[config.mk]
export PLATFORM = sky130hd
export DESIGN_NAME = refresh_seq
export DESIGN_NICKNAME = d
export VERILOG_FILES = /design/src/rtl/refresh_seq_pkg.sv /design/src/rtl/refresh_seq_ctrl.sv /design/src/rtl/refresh_seq_dp.sv /design/src/rtl/refresh_seq.sv
export SDC_FILE = /design/constraint.sdc
export NUM_CORES = 1
export LEC_CHECK = 0
export ABC_AREA = 1
export BUFFER_PORTS_ARGS = -buffer_cell sky130_fd_sc_hd__buf_2
export CORE_MARGIN = 8
export CORE_UTILIZATION = 45
export CTS_BUF_LIST = sky130_fd_sc_hd__clkbuf_16
export DETAILED_ROUTE_END_ITERATION = 6
export PLACE_DENSITY = 0.7
export SYNTH_ARGS = -nofsm -noshare
export SYNTH_HDL_FRONTEND = slang
export SYNTH_HIERARCHICAL = 1
export SYNTH_SLANG_ARGS = --single-unit
export TNS_END_PERCENT = 100
[constraint.sdc]
create_clock -name clk -period 2.3 [get_ports clk]
set_clock_uncertainty 0.1 [all_clocks]
set_input_delay 0.115 -clock clk [delete_from_list [all_inputs] [get_ports clk]]
set_output_delay 0.115 -clock clk [all_outputs]
set_load 0.02 [all_outputs]
[src/rtl/refresh_seq_pkg.sv]
package refresh_seq_pkg;

  typedef enum logic [2:0] {
    SEQ_IDLE,
    SEQ_PRE,
    SEQ_RPWAIT,
    SEQ_REF,
    SEQ_RCWAIT
  } seqState_t;

  // one-cycle strobes from control to datapath
  typedef struct packed {
    logic issuePre;
    logic issueRef;
    logic finish;
  } seqStrobe_t;

endpackage

[src/rtl/refresh_seq_ctrl.sv]
module refresh_seq_ctrl
  import refresh_seq_pkg::*;
#(
  parameter int T_RP = 3,
  parameter int T_RC = 9
) (
  input  logic       clk,
  input  logic       rstN,
  input  logic       refGnt,
  input  logic       bankOpen,
  input  logic       owedNz,
  output seqStrobe_t strb,
  output logic       busy
);

  localparam int WAIT_MAX = (T_RP > T_RC) ? T_RP : T_RC;
  localparam int WAIT_W   = $clog2(WAIT_MAX + 1);
  localparam logic [WAIT_W-1:0] RP_LOAD = WAIT_W'(T_RP - 1);
  localparam logic [WAIT_W-1:0] RC_LOAD = WAIT_W'(T_RC - 2);

  seqState_t         state, stateNxt;
  logic [WAIT_W-1:0] waitCnt, waitCntNxt;

  always_comb begin
    stateNxt   = state;
    waitCntNxt = waitCnt;
    strb       = '0;
    unique case (state)
      SEQ_IDLE: begin
        if (owedNz && refGnt) stateNxt = bankOpen ? SEQ_PRE : SEQ_REF;
      end
      SEQ_PRE: begin
        strb.issuePre = 1'b1;
        stateNxt      = SEQ_RPWAIT;
        waitCntNxt    = RP_LOAD;
      end
      SEQ_RPWAIT: begin
        if (waitCnt == '0) stateNxt = SEQ_REF;
        else               waitCntNxt = waitCnt - 1'b1;
      end
      SEQ_REF: begin
        strb.issueRef = 1'b1;
        stateNxt      = SEQ_RCWAIT;
        waitCntNxt    = RC_LOAD;
      end
      SEQ_RCWAIT: begin
        if (waitCnt == '0) begin
          if (owedNz) begin
            stateNxt = SEQ_REF;
          end else begin
            stateNxt    = SEQ_IDLE;
            strb.finish = 1'b1;
          end
        end else begin
          waitCntNxt = waitCnt - 1'b1;
        end
      end
      default: stateNxt = SEQ_IDLE;
    endcase
  end

  always_ff @(posedge clk or negedge rstN) begin
    if (!rstN) begin
      state   <= SEQ_IDLE;
      waitCnt <= '0;
    end else begin
      state   <= stateNxt;
      waitCnt <= waitCntNxt;
    end
  end

  assign busy = (state != SEQ_IDLE);

endmodule

[src/rtl/refresh_seq_dp.sv]
module refresh_seq_dp
  import refresh_seq_pkg::*;
#(
  parameter int INTERVAL = 780,
  parameter int MAX_OWED = 8
) (
  input  logic       clk,
  input  logic       rstN,
  input  seqStrobe_t strb,
  input  logic       busy,
  output logic       owedNz,
  output logic       refReq,
  output logic       refDone,
  output logic       csN,
  output logic       rasN,
  output logic       casN,
  output logic       weN,
  output logic       a10,
  output logic       cke
);

  localparam int TMR_W  = ($clog2(INTERVAL) < 1) ? 1 : $clog2(INTERVAL);
  localparam int OWED_W = $clog2(MAX_OWED + 1);
  localparam logic [TMR_W-1:0]  TMR_LAST = TMR_W'(INTERVAL - 1);
  localparam logic [OWED_W-1:0] OWED_CAP = OWED_W'(MAX_OWED);

  logic [TMR_W-1:0]  tmr;
  logic [OWED_W-1:0] owed;
  logic              tick, addOne, takeOne;

  // refresh period timer
  assign tick = (tmr == TMR_LAST);

  always_ff @(posedge clk or negedge rstN) begin
    if (!rstN) tmr <= '0;
    else       tmr <= tick ? '0 : tmr + 1'b1;
  end

  // owed refresh count, saturating
  assign takeOne = strb.issueRef;
  assign addOne  = tick && ((owed != OWED_CAP) || takeOne);

  always_ff @(posedge clk or negedge rstN) begin
    if (!rstN) begin
      owed <= '0;
    end else begin
      unique case ({addOne, takeOne})
        2'b10:   owed <= owed + 1'b1;
        2'b01:   owed <= owed - 1'b1;
        default: owed <= owed;
      endcase
    end
  end

  assign owedNz = (owed != '0);
  assign refReq = owedNz || busy;

  // registered command pins
  always_ff @(posedge clk or negedge rstN) begin
    if (!rstN) begin
      csN     <= 1'b1;
      rasN    <= 1'b1;
      casN    <= 1'b1;
      weN     <= 1'b1;
      a10     <= 1'b0;
      cke     <= 1'b1;
      refDone <= 1'b0;
    end else begin
      csN     <= !(strb.issuePre || strb.issueRef);
      rasN    <= !(strb.issuePre || strb.issueRef);
      casN    <= !strb.issueRef;
      weN     <= !strb.issuePre;
      a10     <= strb.issuePre;
      cke     <= 1'b1;
      refDone <= strb.finish;
    end
  end

endmodule

[src/rtl/refresh_seq.sv]
module refresh_seq
  import refresh_seq_pkg::*;
#(
  parameter int INTERVAL = 780,
  parameter int T_RP     = 3,
  parameter int T_RC     = 9,
  parameter int MAX_OWED = 8
) (
  input  logic clk,
  input  logic rstN,
  input  logic refGnt,
  input  logic bankOpen,
  output logic refReq,
  output logic refDone,
  output logic csN,
  output logic rasN,
  output logic casN,
  output logic weN,
  output logic a10,
  output logic cke
);

  seqStrobe_t strb;
  logic       busy, owedNz;

  refresh_seq_ctrl #(.T_RP(T_RP), .T_RC(T_RC)) ctrl_i (
    .clk(clk), .rstN(rstN), .refGnt(refGnt), .bankOpen(bankOpen),
    .owedNz(owedNz), .strb(strb), .busy(busy)
  );

  refresh_seq_dp #(.INTERVAL(INTERVAL), .MAX_OWED(MAX_OWED)) dp_i (
    .clk(clk), .rstN(rstN), .strb(strb), .busy(busy), .owedNz(owedNz),
    .refReq(refReq), .refDone(refDone), .csN(csN), .rasN(rasN),
    .casN(casN), .weN(weN), .a10(a10), .cke(cke)
  );

endmodule

==> results.toml <==
[global_route]
grt_pass1_wl_um = 4670
grt_max_degree = 27
grt_overflow = 0
grt_use_total_pct = 11.2
grt_pass1_vias = 1124
antenna_found_initial = 0

[yosys]
yosys.area_share.simple_pct = 33.4
async_flop_share_pct = 100
yosysTopAreaCellShare_pct = 39.8
synth_seq_cells = 26
avgSynthCellArea_um2 = 8.16
synth_top_area_cell = "dfrtp_1"
synth.area.mux_share_pct = 0
synthTopCellsByCount = "44 x nand2_1, 26 x inv_1, 23 x dfrtp_1"
syn_nets = 185
yosysWarnings = 6
synth_fa_ha_area_share_pct = 3.46
synth-main-ff-cell = "dfrtp_1"
netlist_instances = 177
synth_xor_area_share_pct = 4.76
synth_cell_types = 26
synth-seq-area-share_pct = 45.3
synth_edf_count = 0
synth-compound-area-share_pct = 3.90
synth_top_family_by_area = "simple AND/OR/NAND/NOR gates"
synth_most_common_cell = "nand2_1"
synthTopCellsByArea = "dfrtp_1 40%, nand2_1 11%, inv_1 6.8%"
syn-cell-area_um2 = 1450

[detailed_routing]
drtPass1Iterations = 4
drc = 0
vias_per_cell = 4.70
wl_per_cell_um = 11.3
vias = 1099
drtIter0Drc = 53
postRouteAntennaNets = 0
postRouteWirelength_um = 2640

[hold_path]
min_from = "bankOpen"
worstHoldPathType = "input pin to flip-flop"

[layout]
drive_above_1_share_pct = 20.0
regArea_um2 = 654
fin_cells = 234
nNetsFinal = 199
utilization_pct = 53.2
area_growth_pct = 12.4
multi_input_area_um2 = 662
nFillCells = 301
diodes = 0

[worst_setup_path]
r2r-end = "dp_i/owed[2]"
cp.depth = 15
crit_top_cell = "nand2_1"
cp_slowest_cell = "dfrtp_1"
critPathBufInv = 3
critPathLaunchType = "flip-flop"
crit_path_start = "dp_i/tmr[0]"
rr_worst_depth = 15
slowest_delay_ns = 0.39
cp_top_family = "simple AND/OR/NAND/NOR gates"
worstSetupEndpointType = "flip-flop"
r2r_slack_ns = 0.27
worstPathArrival_ns = 2.08
cp-endpoint = "dp_i/owed[2]"
path_cells = "ha_1, nand2_1, nor2_2, nand3_4, nand2_4, nand2_1, nand2_1, inv_1, ha_1, inv_1, nand2_1, inv_1, nand2_1, nand3_1, nand2_1"
cp_max_fo = 8
critical_path_class = "flip-flop to flip-flop"
required_ns = 2.35
rr_startpoint = "dp_i/tmr[0]"

[clock_tree]
clock_latency_ns = 0.26
cts_sinks = 26
cts_tree = "built"
cts-root-buf = "clkbuf_16"
htree_levels = 1
cts.path.max_buffers = 2
post_cts_buffers = 0
cts_made_buffers = 3
path_clk_slew_ns = 0.06

[timing]
drv_slew = 0
worst_pin_slew_ns = 0.568
fmax_mhz = 493
hold_violations = 0
fin_crit_sh_pct = 88.2
setup_slack_ns = 0.272
slew_headroom_pct = 62.1
fin_setup_tns_ns = 0
setup-violations-final = 0
finalCriticalPeriod_ns = 2.03
rsz0062_at_grt = "no"

[power_and_ir_drop]
p_per_area_nw_per_um2 = 527
p_leak_nw = 0.809
power.total_w = 0.000855
ir_worst_vdd_mv = 0.268

[die]
die_area_um2 = 5280
placementRows = 20
initial_utilization_pct = 47.3
core_um2 = 3050
io_pins = 12
die_height_um = 72.7
die_w_um = 72.7

[status]
status = "finished clean"

[place]
hpwl_um = 1990
port_buffers = 10
place_inst = 229
post-place-ws_ns = 0.301
place_congestion = 0.872

[run]
drv_cap = 0
[logic make-up after synthesis]
family          count (synthesis)
flops                          26
fa+ha+maj                       4
compound gates                 10
simple gates                   98
buf+inv                        31
other cells                     1
xor+xnor                        7
[timing repair]
item / 4_1_cts / 5_1_grt
hold buffers: 1 / 0
resized for setup: 0 / 0
endpoints found under the hold margin: 23 / 0
[state kept, by name, indices dropped and copies added (netlist names)]
| name | flops |
|---|---|
| ctrl_i/state | 3 |
| dp_i/tmr | 10 |
| dp_i/a10 | 1 |
| dp_i/owed | 4 |
| dp_i/refDone | 1 |
| dp_i/weN | 1 |
| ctrl_i/waitCnt | 4 |
| dp_i/csN | 1 |
| dp_i/casN | 1 |
[layout make-up]
| type | instances | area share, % |
|---|---|---|
| flip-flops and latches | 26 | 40.3 |
| well taps | 44 | 3.39 |
| clock inverters | 1 | 0.231 |
| inverters | 29 | 7.01 |
| repair buffers | 11 | 3.70 |
| multi-input cells | 120 | 40.8 |
| clock buffers | 3 | 4.62 |
[worst min path at each step]
| stage | slack [ns] | endpoint | cells after the start |
|---|---|---|---|
| detailed placement | 0.05 | ctrl_i/state[0] | 1 |
| floorplan | -0.28 | ctrl_i/state[0] | 0 |
| finish | 0.17 | ctrl_i/state[1] | 6 |
| global placement | 0.04 | ctrl_i/state[0] | 1 |
| global route | 0.19 | ctrl_i/state[1] | 6 |
| CTS | 0.17 | ctrl_i/state[1] | 6 |
[layer usage]
layer / vias up / share of wire (%) / GRT usage [%]
met5: - / 0 / 0
met4: 0 / 1.6 / 5.11
met3: 5 / 2.5 / 2.47
met2: 12 / 50 / 19.9
met1: 514 / 46 / 12.3
li1: 568 / - / -
[cells in the final DEF (no fill, tap or decap), types with 2 or more instances in the layout]
cell type / netlist / routed
ha_1: 4 / 4
buf_2: 0 / 10
nor2_1: 14 / 14
dfrtp_1: 23 / 23
a21oi_1: 4 / 4
or2_2: 2 / 2
inv_2: 2 / 2
nand2_4: 6 / 6
dfstp_2: 3 / 3
nor2_2: 4 / 4
xor2_1: 5 / 5
nand2_1: 44 / 44
nor3_1: 2 / 2
inv_1: 26 / 26
clkbuf_16: 0 / 3
nand2_2: 4 / 4
o21ai_0: 4 / 4
nand3_1: 19 / 19
[tightest hold or removal path: stages]
cell and delay, ns:
buf_2 0.09, inv_1 0.05, o211ai_1 0.07, nand2_1 0.06, nand2_1 0.04, nand2_1 0.05
[where the power goes]
group          internal, W  switching [W]  total [W]
registers         0.000457              0   0.000457
clock network     0.000233       0.000151   0.000384
logic           0.00000332      0.0000112  0.0000145
total             0.000693       0.000162   0.000855
[stage by stage]
stage | hold slack [ns] | area (um^2)
floorplan | -0.281 | 1450
global placement | 0.0440 | 1540
detailed placement | 0.0469 | 1540
CTS | 0.170 | 1620
global route | 0.189 | 1620
finish | 0.168 | 1620
Note: power is estimated with default switching activity, not from simulation.
